==> config.mk <==
export PLATFORM = sky130hd
export DESIGN_NAME = sc_tx
export DESIGN_NICKNAME = d
export VERILOG_FILES = /design/src/rtl/sc_tx_pkg.sv /design/src/rtl/sc_tx_etu.sv /design/src/rtl/sc_tx_frame.sv /design/src/rtl/sc_tx_ckgen.sv /design/src/rtl/sc_tx.sv
export SDC_FILE = /design/constraint.sdc
export NUM_CORES = 1
export LEC_CHECK = 0
export CAP_MARGIN = 30
export CORE_ASPECT_RATIO = 1.2
export CORE_MARGIN = 8
export CORE_UTILIZATION = 50
export CTS_BUF_LIST = sky130_fd_sc_hd__clkbuf_16
export CTS_CLUSTER_DIAMETER = 120
export DETAILED_ROUTE_END_ITERATION = 8
export GPL_TIMING_DRIVEN = 1
export PLACE_DENSITY_LB_ADDON = 0.25
export SLEW_MARGIN = 10
export SYNTH_ARGS = -nofsm -noshare
export SYNTH_HDL_FRONTEND = slang
export SYNTH_SLANG_ARGS = --single-unit
==> constraint.sdc <==
create_clock -name clk_i -period 6.1 [get_ports clk_i]
set_clock_uncertainty 0.2 [all_clocks]
set_input_delay 0.61 -clock clk_i [delete_from_list [all_inputs] [get_ports clk_i]]
set_output_delay 0.61 -clock clk_i [all_outputs]
set_load 0.02 [all_outputs]
==> src/rtl/sc_tx_pkg.sv <==
package sc_tx_pkg;
  typedef enum logic {ST_IDLE = 1'b0, ST_SEND = 1'b1} tx_state_e;

  localparam int unsigned FRAME_BITS   = 10;
  localparam int unsigned IDX_W        = 4;
  localparam int unsigned NRM_LAST_IDX = 12;
  localparam int unsigned GSM_LAST_IDX = 10;

  function automatic logic even_par(input logic [7:0] d);
    return ^d;
  endfunction
endpackage

==> src/rtl/sc_tx_etu.sv <==
module sc_tx_etu #(
  parameter int unsigned DIV_W = 16,
  parameter int unsigned IDX_W = 4
) (
  input  logic             clk_i,
  input  logic             rst_ni,
  input  logic             load_i,
  input  logic             run_i,
  input  logic [DIV_W-1:0] div_i,
  output logic [DIV_W-1:0] cnt_o,
  output logic [IDX_W-1:0] idx_o
);
  logic last;
  assign last = (cnt_o == div_i - 1'b1);

  always_ff @(posedge clk_i or negedge rst_ni) begin
    if (!rst_ni) begin
      cnt_o <= '0;
      idx_o <= '0;
    end else if (load_i) begin
      cnt_o <= '0;
      idx_o <= '0;
    end else if (run_i) begin
      if (last) begin
        cnt_o <= '0;
        if (idx_o != '1) idx_o <= idx_o + 1'b1;
      end else begin
        cnt_o <= cnt_o + 1'b1;
      end
    end
  end
endmodule

==> src/rtl/sc_tx_frame.sv <==
module sc_tx_frame
  import sc_tx_pkg::*;
#(
  parameter int unsigned IW = IDX_W
) (
  input  logic          clk_i,
  input  logic          rst_ni,
  input  logic          load_i,
  input  logic [7:0]    data_i,
  input  logic          active_i,
  input  logic [IW-1:0] idx_i,
  output logic          txd_o
);
  logic [FRAME_BITS-1:0] frame_q;

  always_ff @(posedge clk_i or negedge rst_ni) begin
    if (!rst_ni) frame_q <= '1;
    else if (load_i) frame_q <= {even_par(data_i), data_i, 1'b0};
  end

  always_comb begin
    txd_o = 1'b1;
    for (int i = 0; i < FRAME_BITS; i++) begin
      if (active_i && (idx_i == IW'(i))) txd_o = frame_q[i];
    end
  end
endmodule

==> src/rtl/sc_tx_ckgen.sv <==
module sc_tx_ckgen #(
  parameter int unsigned HALF = 3
) (
  input  logic       clk_i,
  input  logic       rst_ni,
  input  logic       gsm_i,
  input  logic [1:0] ckc_i,
  output logic       sck_o,
  output logic       tick_o
);
  localparam int unsigned CW = (HALF > 1) ? $clog2(HALF) : 1;

  logic [CW-1:0] div_q;
  logic          ph_q;
  logic          nph, run, park, tgt;

  assign tick_o = (div_q == CW'(HALF - 1));
  assign run    = ckc_i[0];
  assign park   = gsm_i & ckc_i[1];  // normal mode parks low only
  assign nph    = ~ph_q;
  assign tgt    = run ? nph : park;

  always_ff @(posedge clk_i or negedge rst_ni) begin
    if (!rst_ni) begin
      div_q <= '0;
      ph_q  <= 1'b0;
      sck_o <= 1'b0;
    end else if (tick_o) begin
      div_q <= '0;
      ph_q  <= nph;
      // move only when the phase reaches the wanted level
      if (tgt == nph) sck_o <= nph;
    end else begin
      div_q <= div_q + 1'b1;
    end
  end
endmodule

==> src/rtl/sc_tx.sv <==
module sc_tx
  import sc_tx_pkg::*;
#(
  parameter int unsigned DIV_W   = 16,
  parameter int unsigned CK_HALF = 3
) (
  input  logic             clk_i,
  input  logic             rst_ni,
  input  logic             en_i,
  input  logic             gsm_i,
  input  logic [1:0]       ckc_i,
  input  logic [DIV_W-1:0] etu_div_i,
  input  logic [7:0]       data_i,
  input  logic             wr_i,
  output logic             txd_o,
  output logic             sck_o,
  output logic             tend_o
);
  localparam logic [DIV_W-1:0] DIV_MIN = DIV_W'(2);

  tx_state_e        state_q;
  logic [DIV_W-1:0] div_q, cnt, half_m1;
  logic [IDX_W-1:0] idx;
  logic             gsm_q, tend_q, busy, accept, end_hit, ck_tick;

  assign busy    = (state_q == ST_SEND);
  assign accept  = en_i && wr_i && !busy;
  assign half_m1 = (div_q >> 1) - 1'b1;
  assign end_hit = busy && (gsm_q
                   ? (idx == IDX_W'(GSM_LAST_IDX) && cnt == div_q - 1'b1)
                   : (idx == IDX_W'(NRM_LAST_IDX) && cnt == half_m1));

  always_ff @(posedge clk_i or negedge rst_ni) begin
    if (!rst_ni) begin
      state_q <= ST_IDLE;
      div_q   <= DIV_MIN;
      gsm_q   <= 1'b0;
      tend_q  <= 1'b1;
    end else if (!en_i) begin
      state_q <= ST_IDLE;
    end else if (accept) begin
      state_q <= ST_SEND;
      div_q   <= (etu_div_i < DIV_MIN) ? DIV_MIN : etu_div_i;
      gsm_q   <= gsm_i;
      tend_q  <= 1'b0;
    end else if (end_hit) begin
      state_q <= ST_IDLE;
      tend_q  <= 1'b1;
    end
  end

  assign tend_o = tend_q;

  sc_tx_etu #(.DIV_W(DIV_W), .IDX_W(IDX_W)) u_etu (
    .clk_i  (clk_i),
    .rst_ni (rst_ni),
    .load_i (accept),
    .run_i  (busy),
    .div_i  (div_q),
    .cnt_o  (cnt),
    .idx_o  (idx)
  );

  sc_tx_frame #(.IW(IDX_W)) u_frame (
    .clk_i    (clk_i),
    .rst_ni   (rst_ni),
    .load_i   (accept),
    .data_i   (data_i),
    .active_i (busy),
    .idx_i    (idx),
    .txd_o    (txd_o)
  );

  sc_tx_ckgen #(.HALF(CK_HALF)) u_ck (
    .clk_i  (clk_i),
    .rst_ni (rst_ni),
    .gsm_i  (gsm_i),
    .ckc_i  (ckc_i),
    .sck_o  (sck_o),
    .tick_o (ck_tick)
  );
endmodule

## Word-level counts from Yosys, hierarchy flattened

Cells that the tools add are included.

- Bits of input ports: 31
- Register bits after elaboration: 53

- Reduce and logical (&&, ||, !) cells: 26
- Order comparisons: 1
- Multiplexer cells: 26
- Equality and inequality tests: 17
- Add/subtract/negate cells: 5
- Bitwise gates (word level): 2

Operators by type and width:

| cell | number |
|---|---|
| $mux W16 | 4 |
| $eq A16 B16 Y1 | 2 |
| $mux W1 | 17 |
| $add A16 B1 Y16 const B | 1 |
| $eq A4 B3 Y1 const B | 4 |
| $eq A4 B4 Y1 const B | 4 |
| $lt A16 B2 Y1 const B | 1 |
| $mux W4 | 4 |
| $sub A15 B1 Y16 const B | 1 |
| $sub A16 B1 Y16 const B | 1 |
| $logic_and A1 B1 Y1 | 15 |
| $eq A4 B2 Y1 const B | 2 |
| $reduce_bool A2 Y1 | 4 |
| $reduce_xor A8 Y1 | 1 |
| $reduce_and A2 Y1 | 3 |
| $add A4 B1 Y4 const B | 1 |
| $eq A4 B1 Y1 const B | 1 |
| $logic_not A4 Y1 | 1 |
| $ne A4 B4 Y1 const B | 1 |
| $ne A3 B1 Y1 const B | 1 |
| $reduce_and A3 Y1 | 1 |
| $add A2 B1 Y2 const B | 1 |
| $eq A2 B2 Y1 const B | 1 |
| $mux W2 | 1 |
| 4 further kinds | 4 |

## Longest topological paths before layout

- Depth after elaboration: 12
- Mapped depth: 11
- Depth with buffers taken out: 9

## Cells and area by module

From an unflattened synthesis, not the netlist that was laid out.

- Cells, all modules: 493
- Area total of the unflattened synthesis: 4280.4 um^2

By module, submodules not included:

| module | area an instance (um^2) | instances | sequential area each (um^2) | cells each |
|---|---|---|---|---|
| sc_tx | 1834.3 | 1 | 478.0 | 231 |
| sc_tx_etu | 1736.7 | 1 | 500.5 | 198 |
| sc_tx_frame | 540.5 | 1 | 262.8 | 48 |
| sc_tx_ckgen | 168.9 | 1 | 100.1 | 16 |

## Worst setup path before layout

OpenSTA, ideal clock, no wires.

- Path kind: register to register
- Start: register div_q[8]
- End: register u_etu.idx_o[3]
- Arrival time: 2.339 ns
- Cell stages (with the launch flop): 9
- Path slack: 3.442 ns
- Required time: 5.781 ns
- Buffers on the path: 1
- Path through: dfrtp_1 buf_6 or4_4 or3_1 a211oi_2 o21ai_2 nor4b_4 a21oi_1 o21a_1

- Word-level cells in the longest chain between the ends: 4

Ends and longest elaborated chain:

| item | RTL line | RTL |
|---|---|---|
| from (decl) | sc_tx.sv:22 | `logic [DIV_W-1:0] div_q, cnt, half_m1;` |
| from (signal assigned) | sc_tx.sv:43 | `div_q <= (etu_div_i < DIV_MIN) ? DIV_MIN : etu_div_i;` |
| $sub A16 B1 Y16 | sc_tx_etu.sv:14 | `assign last = (cnt_o == div_i - 1'b1);` |
| $eq A16 B16 Y1 | sc_tx_etu.sv:14 |  |
| $reduce_bool A2 Y1 (no source line) | n/a |  |
| $reduce_and A3 Y1 (no source line) | n/a |  |
| to (signal assigned) | sc_tx_etu.sv:26 | `if (idx_o != '1) idx_o <= idx_o + 1'b1;` |
| to (decl) | sc_tx_etu.sv:11 | `output logic [IDX_W-1:0] idx_o` |

No other way between the ends.
A chain may end at the register's enable or synchronous reset.

## Worst setup path after layout

- Start: register u_etu.idx_o[0]
- End: output port txd_o

- Word-level cells in the longest chain between the ends: 12

Ends and longest elaborated chain:

| item | RTL line | RTL |
|---|---|---|
| $logic_not A4 Y1 | sc_tx_frame.sv:24 | `if (active_i && (idx_i == IW'(i))) txd_o = frame_q[i];` |
| $logic_and A1 B1 Y1 | sc_tx_frame.sv:24 |  |
| $mux W1 (9 in a row) | sc_tx_frame.sv:24 |  |
| $mux W1 (*) | sc_tx_frame.sv:24 |  |
| to (decl) | sc_tx.sv:15 | `output logic txd_o,` |

Every way passes the cells marked *; elsewhere a longest branch is shown, timed or not.

==> flow_summary.json <==
{
  "start_util": 0.5136,
  "die_area_um2": 10400,
  "ys_types": 64,
  "sw_frac_of_total": 0.3514,
  "netlist_area_um2": 3692,
  "p_leak_nw": 1.803,
  "required_ps": 5290,
  "hold_ws_ps": 231.0,
  "first_pass_iters": 5,
  "drc_errors": 0,
  "grt_util_all_layers": 0.1845,
  "synth_most_common_cell": "nand2_1",
  "powerDensity_nw_per_um2": 266.7,
  "hold_viol": 0,
  "fin_tns_setup_ps": 0,
  "drive_gt1_frac": 0.08830,
  "fmax_mhz": 284.8,
  "root_buffer": "clkbuf_16",
  "ys.flop_type": "dfrtp_1",
  "synth_edf_count": 0,
  "slew_violations": 0,
  "worstReg2RegStart": "div_q[2]",
  "area_delta_synth_final_pct": 14.10,
  "cts_hold_buf": 0,
  "rrSetupSlack_ps": 2830,
  "dieWidth_um": 94.45,
  "worst-setup-path-type": "flop to output port",
  "ys_top_cells_by_count": "85 x nand2_1, 41 x dfrtp_1, 38 x nor2_1, 32 x xnor2_1, 28 x xor2_1",
  "core_area_um2": 7189,
  "clkPwrFrac": 0.279,
  "synth-seq-area-share": 0.3633,
  "drt_wl_total_um": 9110,
  "synth_seq_cells": 53,
  "worst_pin_slew_ps": 761.9,
  "layout_setup_ws_ps": 2588,
  "maxCapViolCount": 0,
  "switching_power_uw": 394.9,
  "drtIter0Drc": 250,
  "grt_max_degree": 54,
  "wl_per_cell_um": 16.78,
  "peakVddDrop_uv": 166.5,
  "yosysWarnings": 0,
  "grt_overflow": 0,
  "portBuffers": 33,
  "clock_path_buffers": 2,
  "rsz0062_at_grt": "false",
  "h-tree-depth": 2,
  "critPathArrivalTime_ps": 2700,
  "post-cts-setup-buffers": 0,
  "max_slew_margin": 0.4874,
  "r2r_end": "u_etu.cnt_o[3]",
  "ys_top_cells_by_area": "dfrtp_1 28%, nand2_1 8.6%, dfstp_2 8.5%",
  "pin_count": 34,
  "postSynthAreaPerCell_um2": 8.527,
  "netlist_instances": 433,
  "antenna_cells": 0,
  "fin_crit_sh": 0.5757,
  "finalCriticalPeriod_ps": 3512,
  "synth_nets": 471,
  "cts_resized": 0,
  "reg2reg_depth": 9,
  "clk_pin_slew_ps": 70,
  "status": "finished, final reports clean",
  "ant_nets": 0,
  "gp_congestion": 0.9757,
  "comb_power_share": 0.287,
  "internal_power_uw": 728.8,
  "start_kind": "flop",
  "grt_pass1_wl_um": 15480,
  "async_flop_share": 1.000,
  "crit_fanout": 4,
  "hpwl_um": 6919,
  "cts.sinks": 53,
  "grt_pass1_vias": 3202,
  "antenna_found_initial": 0,
  "placementRows": 34,
  "end_kind": "output port",
  "dp_slack_ps": 2918,
  "yosysTopAreaCellShare": 0.2779,
  "cts_buffers": 5,
  "nNetsFinal": 490,
  "setup_viol": 0,
  "vias_per_cell": 5.773,
  "cts_tree": "done",
  "yosysTopAreaCell": "dfrtp_1",
  "hold_class": "input port to asynchronous set/reset pin",
  "die_y_um": 110.1,
  "vias": 3135,
  "pwr-share-seq": 0.435,
  "clock_latency_ps": 300
}
[kinds of logic after synthesis]
| family | after synthesis | share of synthesized area |
|---|---|---|
| mux | 8 | 0.02542 |
| fa+ha+maj | 7 | 0.02372 |
| compound gates | 51 | 0.09862 |
| xor+xnor | 60 | 0.1423 |
| simple gates | 216 | 0.3019 |
| buf+inv | 38 | 0.04473 |
| flops | 53 | 0.3633 |
[cell type report]
type                    count  area, um^2
clock buffers               6       150.1
clock inverters             2       12.51
fillers                   626        2977
inverters                  14       52.55
multi-input cells         342        2188
flip-flops and latches     53        1341
well taps                  90       112.6
repair buffers             36       355.3
[metrics by stage]
step | util | cells | total power [mW] | instance area [um^2]
after floorplan | - | 433 | 0.7153 | 3692
after global placement | 0.5613 | 534 | 0.8026 | 4035
after detailed placement | 0.5633 | 535 | 0.8101 | 4050
after CTS | 0.5860 | 543 | 1.122 | 4213
after global routing | 0.5860 | 543 | 1.181 | 4213
final | 0.5860 | 543 | 1.124 | 4213
[registers in the layout, indices dropped and copies added, names as in the netlist, 2 cells and up]
register / count
div_q: 16
u_ck.div_q: 2
u_frame.frame_q: 10
u_etu.idx_o: 4
u_etu.cnt_o: 16
[worst max path at each step]
stage | startpoint | endpoint | slack (ps) | cells past startpoint
2_1_floorplan | div_q[8] | u_etu.idx_o[3] | 3440 | 8
3_3_place_gp | div_q[2] | u_etu.cnt_o[13] | 2910 | 9
3_5_place_dp | div_q[2] | u_etu.cnt_o[13] | 2920 | 9
4_1_cts | u_etu.idx_o[0] | txd_o | 2590 | 10
5_1_grt | u_etu.idx_o[1] | txd_o | 2380 | 10
6_report | u_etu.idx_o[0] | txd_o | 2590 | 10
[worst max-delay path, stage by stage, from the launching register on]
cell and delay, ps:
dfrtp_1 420, inv_1 120, ha_1 200, nor3b_1 190
a21oi_1 60, mux4_2 450, nor2_1 100, a21oi_1 50
o21ai_0 160, nand2_1 80, clkdlybuf4s50_1 580
[layer usage]
| metal | vias to the layer above | track usage | wire, um |
|---|---|---|---|
| li1 | 1515 | - | - |
| met2 | 78 | 0.3294 | 4695 |
| met5 | - | 0 | 0 |
| met4 | 0 | 0.05335 | 206 |
| met3 | 20 | 0.03320 | 357 |
| met1 | 1522 | 0.2199 | 3851 |
[cells in the final DEF, fill, tap and decap left out, types with 6 or more instances in the layout]
cell             count
dfstp_2             12
inv_1               15
nand3_1             13
nor3_1               8
dfrtp_1             41
nand4_1             14
a21oi_1              7
clkbuf_16            6
clkdlybuf4s50_1     32
mux2i_1              6
o21ai_0             14
nor2_1              37
xnor2_1             32
nand2_1             85
xor2_1              28
ha_1                 7
nor2b_1             10
[power by group through the flow]
stage,registers (mW),clock network [mW],logic [mW]
final,0.489,0.313,0.322
after global routing,0.497,0.331,0.353
after CTS,0.486,0.316,0.321
after detailed placement,0.493,0,0.317
after global placement,0.490,0,0.313
after floorplan,0.439,0,0.276
(Power assumes the default switching activity.)
